## src/rtl/ufc_pkg.sv

```systemverilog
// Shared types and helpers for the UART FIFO control block.
// Assumes queue depths are powers of two of at least 16.
package ufc_pkg;

    // Stored fields of the control byte; flush bits are not held.
    typedef struct packed {
        logic [1:0] trig;
        logic       deep;
        logic       mode1;
        logic       en;
    } ufc_cfg_t;

    // Receive trigger in entries for a given depth and 2-bit code.
    function automatic int ufc_trig(input int depth, input logic [1:0] code);
        case (code)
            2'b00:   return 1;
            2'b01:   return depth / 4;
            2'b10:   return depth / 2;
            default: return depth - depth / 8;
        endcase
    endfunction

endpackage

```

## src/rtl/ufc_cfg_reg.sv

```systemverilog
// Control byte register. Holds enable, mode, depth and trigger; turns the
// flush bits and any change of enable or depth into one-cycle clear strobes.
// Assumes cfg_data is stable while cfg_wr is high at the clock edge.
module ufc_cfg_reg
    import ufc_pkg::*;
(
    input  logic       clk,
    input  logic       rst_n,
    input  logic       wr,
    input  logic [7:0] wdata,
    output ufc_cfg_t   cfg_q,
    output logic       rx_clr,
    output logic       tx_clr
);

    logic restart;
    logic unused_rsvd;

    assign unused_rsvd = wdata[4];

    // Capture the stored fields on a write.
    always_ff @(posedge clk) begin
        if (!rst_n) begin
            cfg_q <= '0;
        end else if (wr) begin
            cfg_q <= '{trig: wdata[7:6], deep: wdata[5], mode1: wdata[3], en: wdata[0]};
        end
    end

    // Derive the flush strobes, including those forced by a geometry change.
    always_comb begin
        restart = wr && ((wdata[5] != cfg_q.deep) || (wdata[0] != cfg_q.en));
        rx_clr  = (wr && wdata[1]) || restart;
        tx_clr  = (wr && wdata[2]) || restart;
    end

endmodule

```

## src/rtl/ufc_byte_fifo.sv

```systemverilog
// Byte queue with storage for DEPTH entries and a run-time capacity limit.
// A push beyond the limit is dropped and flagged one cycle later. An empty
// pop keeps rdata. Assumes DEPTH is a power of two and cap <= DEPTH.
module ufc_byte_fifo #(
    parameter  int DW    = 8,
    parameter  int DEPTH = 64,
    localparam int AW    = $clog2(DEPTH),
    localparam int LW    = $clog2(DEPTH + 1)
) (
    input  logic          clk,
    input  logic          rst_n,
    input  logic          clr,
    input  logic [LW-1:0] cap,
    input  logic          push,
    input  logic [DW-1:0] wdata,
    input  logic          pop,
    output logic [DW-1:0] rdata,
    output logic [LW-1:0] level,
    output logic          overrun
);

    logic [DW-1:0] mem [DEPTH];
    logic [AW-1:0] wp, rp;
    logic          acc_push, acc_pop;

    // Decide which requests are honoured this cycle.
    always_comb begin
        acc_push = push && (level < cap);
        acc_pop  = pop && (level != '0);
    end

    // Store accepted bytes.
    always_ff @(posedge clk) begin
        if (acc_push && !clr) begin
            mem[wp] <= wdata;
        end
    end

    // Advance pointers, level, read data and the overrun pulse.
    always_ff @(posedge clk) begin
        if (!rst_n) begin
            wp      <= '0;
            rp      <= '0;
            level   <= '0;
            rdata   <= '0;
            overrun <= 1'b0;
        end else if (clr) begin
            wp      <= '0;
            rp      <= '0;
            level   <= '0;
            overrun <= 1'b0;
        end else begin
            if (acc_push) wp <= wp + AW'(1);
            if (acc_pop) begin
                rp    <= rp + AW'(1);
                rdata <= mem[rp];
            end
            level   <= level + LW'(acc_push) - LW'(acc_pop);
            overrun <= push && !acc_push;
        end
    end

endmodule

```

## src/rtl/ufc_ready_logic.sv

```systemverilog
// Turns fill levels into DMA requests and interrupts. Per-character
// signalling when blk is low; trigger-based block signalling when high.
// Assumes levels never exceed cap.
module ufc_ready_logic #(
    parameter int LW = 7
) (
    input  logic          clk,
    input  logic          rst_n,
    input  logic          blk,
    input  logic [LW-1:0] cap,
    input  logic [LW-1:0] trig,
    input  logic [LW-1:0] tx_level,
    input  logic [LW-1:0] rx_level,
    output logic          tx_rdy_n,
    output logic          rx_rdy_n,
    output logic          tx_irq,
    output logic          rx_irq
);

    logic tx_hold_q;

    // Remember the last transmit request level for block-mode hysteresis.
    always_ff @(posedge clk) begin
        if (!rst_n) tx_hold_q <= 1'b0;
        else        tx_hold_q <= tx_rdy_n;
    end

    // Select per-character or block signalling.
    always_comb begin
        if (blk) begin
            if (tx_level == '0)      tx_rdy_n = 1'b0;
            else if (tx_level >= cap) tx_rdy_n = 1'b1;
            else                     tx_rdy_n = tx_hold_q;
            tx_irq   = tx_level < trig;
            rx_irq   = rx_level >= trig;
            rx_rdy_n = !(rx_level >= trig);
        end else begin
            tx_rdy_n = tx_level != '0;
            tx_irq   = tx_level == '0;
            rx_irq   = rx_level != '0;
            rx_rdy_n = rx_level == '0;
        end
    end

endmodule

```

## src/rtl/uart_fifo_dma_ctl.sv

```systemverilog
// UART FIFO control top: control byte, two byte queues and the ready/
// interrupt generation. Assumes DEEP_N and SHALLOW_N are powers of two.
module uart_fifo_dma_ctl
    import ufc_pkg::*;
#(
    parameter  int DATA_W    = 8,
    parameter  int DEEP_N    = 64,
    parameter  int SHALLOW_N = 16,
    localparam int LVL_W     = $clog2(DEEP_N + 1)
) (
    input  logic              clk,
    input  logic              rst_n,
    input  logic              cfg_wr,
    input  logic [7:0]        cfg_data,
    input  logic              tx_push,
    input  logic [DATA_W-1:0] tx_wdata,
    input  logic              tx_pop,
    output logic [DATA_W-1:0] tx_rdata,
    output logic [LVL_W-1:0]  tx_level,
    output logic              tx_overrun,
    input  logic              rx_push,
    input  logic [DATA_W-1:0] rx_wdata,
    input  logic              rx_pop,
    output logic [DATA_W-1:0] rx_rdata,
    output logic [LVL_W-1:0]  rx_level,
    output logic              rx_overrun,
    output logic              tx_rdy_n,
    output logic              rx_rdy_n,
    output logic              tx_irq,
    output logic              rx_irq
);

    ufc_cfg_t         cfg_q;
    logic             rx_clr, tx_clr;
    logic             blk;
    logic             cfg_deep;
    logic [LVL_W-1:0] cap, trig;

    ufc_cfg_reg u_cfg (
        .clk    (clk),
        .rst_n  (rst_n),
        .wr     (cfg_wr),
        .wdata  (cfg_data),
        .cfg_q  (cfg_q),
        .rx_clr (rx_clr),
        .tx_clr (tx_clr)
    );

    // Capacity and trigger for the active configuration.
    always_comb begin
        blk      = cfg_q.en && cfg_q.mode1;
        cfg_deep = cfg_q.deep;
        if (!cfg_q.en)       cap = LVL_W'(1);
        else if (cfg_q.deep) cap = LVL_W'(DEEP_N);
        else                 cap = LVL_W'(SHALLOW_N);
        trig = LVL_W'(ufc_trig(cfg_q.deep ? DEEP_N : SHALLOW_N, cfg_q.trig));
    end

    ufc_byte_fifo #(.DW(DATA_W), .DEPTH(DEEP_N)) u_txq (
        .clk     (clk),
        .rst_n   (rst_n),
        .clr     (tx_clr),
        .cap     (cap),
        .push    (tx_push),
        .wdata   (tx_wdata),
        .pop     (tx_pop),
        .rdata   (tx_rdata),
        .level   (tx_level),
        .overrun (tx_overrun)
    );

    ufc_byte_fifo #(.DW(DATA_W), .DEPTH(DEEP_N)) u_rxq (
        .clk     (clk),
        .rst_n   (rst_n),
        .clr     (rx_clr),
        .cap     (cap),
        .push    (rx_push),
        .wdata   (rx_wdata),
        .pop     (rx_pop),
        .rdata   (rx_rdata),
        .level   (rx_level),
        .overrun (rx_overrun)
    );

    ufc_ready_logic #(.LW(LVL_W)) u_rdy (
        .clk      (clk),
        .rst_n    (rst_n),
        .blk      (blk),
        .cap      (cap),
        .trig     (trig),
        .tx_level (tx_level),
        .rx_level (rx_level),
        .tx_rdy_n (tx_rdy_n),
        .rx_rdy_n (rx_rdy_n),
        .tx_irq   (tx_irq),
        .rx_irq   (rx_irq)
    );

endmodule

```

## config.mk

```make
export PLATFORM = sky130hd
export DESIGN_NAME = uart_fifo_dma_ctl
export DESIGN_NICKNAME = d
export VERILOG_FILES = /design/src/rtl/ufc_pkg.sv /design/src/rtl/ufc_cfg_reg.sv /design/src/rtl/ufc_byte_fifo.sv /design/src/rtl/ufc_ready_logic.sv /design/src/rtl/uart_fifo_dma_ctl.sv
export SDC_FILE = /design/constraint.sdc
export NUM_CORES = 1
export LEC_CHECK = 0
export BUFFER_PORTS_ARGS = -buffer_cell sky130_fd_sc_hd__clkbuf_2
export CORE_MARGIN = 2
export CORE_UTILIZATION = 55
export DETAILED_ROUTE_END_ITERATION = 10
export PLACE_DENSITY = 0.71
export SYNTH_ARGS = -nofsm -noshare
export SYNTH_HDL_FRONTEND = slang
export SYNTH_SLANG_ARGS = --single-unit
```

## constraint.sdc

```tcl
create_clock -name clk -period 4.6 [get_ports clk]
set_input_delay 0.92 -clock clk [delete_from_list [all_inputs] [get_ports clk]]
set_output_delay 0.92 -clock clk [all_outputs]
set_load 0.005 [all_outputs]
```

Word level (Yosys, flattened, before mapping)
Memory sizes are Yosys's and may differ from the RTL's. A register that Yosys moved wholly into a read port is not among the register bits.
Index checks and enable logic that the tools add are counted.
{"block": "totals", "regBits": 46, "ramBits": 1024, "input_bits": 31, "output_inout_bits": 36, "word_cells": 89, "n_memories": 2}
{"name": "u_rxq.mem", "words": 64, "word_bits": 8, "read_ports": 1, "rd_ports_with_merged_regs": 1, "wr": 1, "line_no": "ufc_byte_fifo.sv:22", "rtl": "logic [DW-1:0] mem [DEPTH];"}
{"name": "u_txq.mem", "words": 64, "word_bits": 8, "read_ports": 1, "rd_ports_with_merged_regs": 1, "wr": 1, "line_no": "ufc_byte_fifo.sv:22"}
{"block": "classes", "n_addsub": 12, "n_lt_le_gt_ge": 5, "eq_ne": 4, "muxes": 14, "bitwise_logic": 6, "n_reduce_logical": 33}
{"operator": "$add 6x1->6 const B", "n": 4}
{"operator": "$lt 7x7->1", "n": 3}
{"operator": "$mux 7", "n": 3}
{"operator": "$pmux 7 s3", "n": 1}
{"operator": "$add 7x1->7", "n": 2}
{"operator": "$ge 7x7->1", "n": 2}
{"operator": "$logic_not 7->1", "n": 2}
{"operator": "$reduce_bool 7->1", "n": 2}
{"operator": "$sub 7x1->7", "n": 2}
{"operator": "$logic_and 1x1->1", "n": 12}
{"operator": "$mux 1", "n": 10}
{"operator": "$add 6x1->7", "n": 1}
{"operator": "$logic_not 1->1", "n": 7}
{"operator": "$sub 7x7->7", "n": 1}
{"operator": "$add 5x1->6", "n": 1}
{"operator": "$reduce_or 2->1", "n": 3}
{"operator": "$add 4x1->5", "n": 1}
{"operator": "$reduce_and 2->1", "n": 2}
{"operator": "$and 1x1->1 const A", "n": 3}
{"operator": "$logic_or 1x1->1", "n": 3}
{"operator": "$not 1->1", "n": 3}
{"operator": "$reduce_or 3->1", "n": 1}
{"operator": "$eq 2x1->1 const B", "n": 1}
{"operator": "$eq 2x2->1 const B", "n": 1}
{"operator": "other kinds (2)", "n": 3}

Longest topological paths before layout
{"block": "depth", "depth_word": 9, "mapped_depth": 17, "mapped_depth_nobuf": 17}

By module
From an unflattened synthesis, not the netlist that was laid out.
{"block": "unflattened", "hier_cells": 2528, "area_unflattened_um2": 43730.7}
{"mod": "ufc_byte_fifo", "instances": 2, "cells_each": 1208, "area_per_inst_um2": 21433.1}
{"mod": "ufc_ready_logic", "instances": 1, "cells_each": 77, "area_per_inst_um2": 563.0}
{"mod": "ufc_cfg_reg", "instances": 1, "cells_each": 23, "area_per_inst_um2": 234.0}
{"mod": "uart_fifo_dma_ctl", "instances": 1, "cells_each": 12, "area_per_inst_um2": 67.6}

Worst setup path before layout
OpenSTA, ideal clock, no wires.
{"block": "synth_timing", "kind": "register to register", "start": "register, netlist name u_cfg.cfg_q[0]", "end": "register u_txq.level[6]", "setup_ns": 0.128, "arrival_time_ns": 3.114, "t_required_ns": 4.472, "setup_slack_ns": 1.358, "stages_incl_launch_ff": 16, "n_path_buf": 1, "period_less_slack_ns": 3.242, "path_cell_list": "dfxtp_1 > clkbuf_1 > nand2_1 > ha_1 > a211oi_1 > nor2b_1 > nor4b_2 > ha_1 > inv_1 > fa_1 > o21bai_1 > a21oi_1 > o21bai_1 > a21oi_1 > xnor2_1 > nor2b_1"}
{"block": "synth_between", "elab_chain_len": 5, "word_cells_on_any_way": 10, "cone_classes": "add/sub: 2; order compare: 1; eq/ne: 1; mux: 1; reduce/logical: 5"}
{"element": "$mux 7", "line_no": "uart_fifo_dma_ctl.sv:53", "rtl": "if (!cfg_q.en) cap = LVL_W'(1);"}
{"element": "$lt 7x7->1", "line_no": "ufc_byte_fifo.sv:28", "rtl": "acc_push = push && (level < cap);"}
{"element": "$logic_and 1x1->1", "line_no": "ufc_byte_fifo.sv:28"}
{"element": "net u_txq.acc_push", "line_no": "ufc_byte_fifo.sv:24", "rtl": "logic acc_push, acc_pop;"}
{"element": "$add 7x1->7", "line_no": "ufc_byte_fifo.sv:58", "rtl": "level <= level + LW'(acc_push) - LW'(acc_pop);"}
{"element": "$sub 7x1->7", "line_no": "ufc_byte_fifo.sv:58"}
{"element": "end signal, assigned", "line_no": "ufc_byte_fifo.sv:58"}
{"element": "end, declared", "line_no": "ufc_byte_fifo.sv:18", "rtl": "output logic [LW-1:0] level,"}
The timed path passes the listed nets, and every way through them passes these cells.
A chain may end at the register's enable or synchronous reset.

Worst setup path after layout
{"block": "layout_timing", "start": "register u_rxq.level[1]", "end": "memory u_rxq.mem[56][3], enable pin"}
{"block": "layout_between", "elab_chain_len": 5}
{"element": "start, declared", "line_no": "ufc_byte_fifo.sv:18"}
{"element": "start signal, assigned", "line_no": "ufc_byte_fifo.sv:58"}
{"element": "$lt 7x7->1", "line_no": "ufc_byte_fifo.sv:28"}
{"element": "$logic_and 1x1->1", "line_no": "ufc_byte_fifo.sv:28"}
{"element": "net u_rxq.acc_push", "line_no": "ufc_byte_fifo.sv:24"}
{"element": "$logic_and 1x1->1", "line_no": "ufc_byte_fifo.sv:34", "rtl": "if (acc_push && !clr) begin"}
{"element": "$mux 1", "line_no": "ufc_byte_fifo.sv:34"}
{"element": "$mux 1 (not written as such)", "line_no": "ufc_byte_fifo.sv:35", "rtl": "mem[wp] <= wdata;"}
{"element": "end, declared", "line_no": "ufc_byte_fifo.sv:22"}
The timed path passes the listed nets, and every way through them passes these cells.

==> run_results.csv <==
group,metric,value,unit
logic_synthesis,synth_flop_cell,"edfxtp_1",
routing,drt_first_pass_iters,5,
routing,wire_per_inst,26.2,µm
floorplanning,die_w,282,µm
final_layout,synthToLayoutAreaGrowth,13.5,%
logic_synthesis,synthArstFlopShare,0,
clocking,clock-root-buffer,"clkbuf_16",
power,combPwrFrac,0.126,
setup_path,crit_fanout,10,
setup_path,crit_chain,"inv_1 -> ha_1 -> or4b_1 -> a211o_1 -> a211oi_4 -> and2b_1 -> nand2_1 -> nor2_1",
global_route,grt_pass1_vias,22400,
clocking,ctsResizeCount,0,
routing,vias,21800,
clocking,clock-sinks,1086,
setup_path,slowest_stage,"nor2_1",
min_path,min-delay-start,"tx_push",
power,clkPwrFrac,0.383,
clocking,cts_tree,"built",
floorplanning,start_util,0.553,
timing,setup_viol,0,
setup_path,regToRegEndpoint,"u_rxq.mem[56][3]$_DFFE_PP_",
setup_path,r2r_setup_slack,710,ps
power,netSwitchingPower,5310,µW
min_path,whs_path_depth,2,
logic_synthesis,synth_top_area_frac,0.721,
place,dp_cells,3356,
timing,fmaxAchievable,257,MHz
power,p_seq_frac,0.492,
clocking,cts.clk_slew.worst_paths,60,ps
timing,fin_crit_sh,0.846,
routing,routed_via_density,6.13,
floorplanning,num_rows,102,
setup_path,cp.required,4870,ps
global_route,grt_pass1_wl,140000,µm
min_path,hold_class,"input port to flop",
floorplanning,die_h,282,µm
final_layout,layout-drive-gt1-share,0.228,
floorplanning,die_area,79800,µm²
floorplanning,io_pins,67,
logic_synthesis,syn_nets,2309,
final_layout,diodes,0,
global_route,overflow,0,
logic_synthesis,synth_cells,2236,
timing,relSlewSlack,0.197,
clocking,cts_buffers,106,
setup_path,critPathLaunchType,"flop",
floorplanning,coreArea,77100,µm²
setup_path,reg2reg_from,"u_rxq.level[1]$_SDFF_PP0_",
flow_run,cap_violations,0,
setup_path,critPathKind,"flop to flop",
power,leakagePower,0.0152,µW
logic_synthesis,synth_area_leader_cell,"edfxtp_1",
global_route,grt_usage,0.237,
place,port_buffers,65,
timing,skew,53.0,ps
logic_synthesis,ys_seq_elements,1086,
timing,holdWs,520,ps
routing,postRouteAntennaNets,0,
timing,min_period,3890,ps
power,power.share.switching,0.234,
final_layout,final_cell_count_no_fill,3552,
clocking,htree_num_levels,3,
power,ir_drop,0.000413,V
timing,tightest_slew,1200,ps
setup_path,worst_path_largest_cell_delay,740,ps
routing,drc,0,
timing,tns,0,ps
final_layout,nets,2497,
power,p_per_area,469,nW/µm²
routing,wirelength,92900,µm
logic_synthesis,synth_area,42600,µm²
final_layout,fillers,5311,
timing,finalMaxSlewViolations,0,
clocking,cts_setup_buffers,0,
routing,drt_iter0_drc,2094,
place,routabilityCongestion,0.860,
setup_path,arrival,4160,ps
clocking,clockBufferDepth,3,
outcome,status,"completed",
place,dp_hpwl,57200,µm
min_path,min_to,"u_txq.overrun$_SDFF_PP0_",
logic_synthesis,synth.distinct_cells,59,
setup_path,cp-end-kind,"flop",
logic_synthesis,yosys_warnings,0,
logic_synthesis,syn_area_per_cell,19.1,µm²
timing,finalHoldViolations,0,
logic_synthesis,ys_seq_area_frac,0.750,
global_route,antenna_found_initial,0,
timing,rsz0062_at_grt,"false",
clocking,hold_buffers,0,
logic_synthesis,synthTopCellsByArea,"edfxtp_1 (72%), mux4_2 (11%), mux2i_1 (3.1%)",
clocking,insertion_delay,680,ps
setup_path,critPathLaunch,"u_rxq.level[1]$_SDFF_PP0_",
power,p_int,17400,µW
setup_path,reg2regPathDepth,8,
global_route,grt_max_degree,65,
logic_synthesis,synth_edf_count,1024,
[area by class of cell]
| class | count | area, µm² | share of cell area |
|---|---|---|---|
| Sequential cell | 1086 | 32000 | 0.661 |
| Multi-Input combinational cell | 1006 | 10100 | 0.208 |
| Clock buffer | 138 | 2880 | 0.0596 |
| Timing Repair Buffer | 193 | 1350 | 0.0279 |
| Tap cell | 1040 | 1300 | 0.0269 |
| Clock inverter | 58 | 663 | 0.0137 |
| Inverter | 31 | 116 | 0.00240 |
[cells in the mapped netlist, types with 2 or more instances]
| cell | number |
|---|---|
| and3_1 | 12 |
| a32oi_1 | 15 |
| nand2_1 | 70 |
| and2_1 | 4 |
| a21o_1 | 4 |
| nor2_1 | 177 |
| or2_2 | 2 |
| nand4b_1 | 2 |
| ha_1 | 40 |
| clkbuf_1 | 66 |
| a221o_1 | 8 |
| a21boi_0 | 2 |
| nor2b_1 | 17 |
| or3_1 | 4 |
| o21ai_0 | 25 |
| nor3_1 | 6 |
| xor2_1 | 14 |
| mux4_2 | 208 |
| or3b_2 | 2 |
| o21ba_2 | 2 |
| edfxtp_1 | 1024 |
| o31ai_1 | 2 |
| inv_1 | 29 |
| nand3_1 | 25 |
| a21oi_1 | 32 |
| buf_1 | 25 |
| nand3b_1 | 8 |
| dfxtp_1 | 62 |
| o21bai_1 | 6 |
| a211oi_1 | 39 |
| fa_1 | 2 |
| a22oi_1 | 25 |
| o221ai_1 | 17 |
| nand4_1 | 7 |
| clkbuf_2 | 4 |
| o22ai_1 | 58 |
| mux2i_1 | 130 |
| a31oi_1 | 4 |
| o21a_1 | 3 |
| nor3b_1 | 2 |
| buf_2 | 18 |
| xnor2_1 | 17 |
[state kept, by name, summed over array words and instances (netlist names)]
| name | cells |
|---|---|
| u_txq.rp | 6 |
| u_cfg.cfg_q | 5 |
| u_txq.mem | 512 |
| u_txq.rdata | 8 |
| u_rxq.rp | 6 |
| u_rxq.wp | 6 |
| u_rxq.mem | 512 |
| u_rxq.level | 7 |
| u_txq.overrun | 1 |
| u_txq.level | 7 |
| u_txq.wp | 6 |
| u_rxq.overrun | 1 |
| u_rdy.tx_hold_q | 1 |
| u_rxq.rdata | 8 |
[cell usage in the layout, fill, tap and decap left out, types with 11 or more instances in the layout]
master / n
edfxtp_1: 1024
clkinv_1: 20
and3_1: 12
a211oi_1: 39
mux4_2: 208
clkbuf_1: 22
o21ai_0: 25
nand3_1: 25
nor2_1: 177
bufinv_16: 11
a22oi_1: 25
clkbuf_16: 107
xnor2_1: 17
nor2b_1: 16
ha_1: 40
xor2_1: 14
o221ai_1: 17
inv_1: 29
dfxtp_1: 56
a21oi_1: 32
mux2i_1: 130
nand2_1: 70
a32oi_1: 15
o22ai_1: 58
buf_4: 123
clkinv_2: 15
clkbuf_2: 65
[power groups by stage]
stage	combinational (µW)	clock [µW]	sequential, µW
after detailed placement	2860	0	11400
after CTS	2890	8810	11200
after global routing	3120	9230	11200
final	2850	8690	11200
after global placement	2810	0	11400
after floorplan	2110	0	11200
[kinds of logic (layout without fill, tap and decap cells)]
logic type | count (synthesis) | in the layout | synth area share
buf+inv | 144 | 420 | 0.0133
compound gates | 251 | 251 | 0.0411
simple gates | 344 | 344 | 0.0360
fa+ha+maj | 42 | 42 | 0.0127
mux | 338 | 338 | 0.140
xor+xnor | 31 | 31 | 0.00637
flops | 1086 | 1086 | 0.750
[how the worst max path moves through the flow]
stage | to | slack [ps] | cells past startpoint
3_3_place_gp | u_rxq.mem[16][4]$_DFFE_PP_ | 770 | 8
6_report | u_rxq.mem[56][3]$_DFFE_PP_ | 710 | 8
3_5_place_dp | u_rxq.mem[48][6]$_DFFE_PP_ | 720 | 8
4_1_cts | u_rxq.mem[56][3]$_DFFE_PP_ | 700 | 8
2_1_floorplan | u_txq.level[6]$_SDFF_PP0_ | 1360 | 15
5_1_grt | tx_rdy_n | 460 | 7
[critical path: cells and delay by family, from the launching register on]
| kind | cells | cell delay (ps) |
|---|---|---|
| and+or+nand+nor | 4 | 1840 |
| adders and majority gates | 1 | 140 |
| buffers and inverters | 1 | 140 |
| AOI/OAI and AO/OA | 2 | 940 |
| DFF | 1 | 410 |
[stage by stage]
step | setup slack [ps] | utilization | area, µm² | power [µW]
3_3_place_gp | 770 | 0.582 | 44900 | 14200
5_1_grt | 465 | 0.628 | 48400 | 23500
2_1_floorplan | 1360 | - | 42600 | 13300
3_5_place_dp | 725 | 0.582 | 44900 | 14200
6_report | 710 | 0.628 | 48400 | 22700
4_1_cts | 701 | 0.628 | 48400 | 22900
[routing by layer]
layer / global-route usage / share of wire / vias to the layer above
li1: - / - / 9470
met5: 0 / 0 / -
met1: 0.317 / 0.40 / 11300
met3: 0.0386 / 0.064 / 186
met2: 0.395 / 0.50 / 858
met4: 0.0921 / 0.036 / 0
No activity file was read; power rests on OpenSTA's default activity.
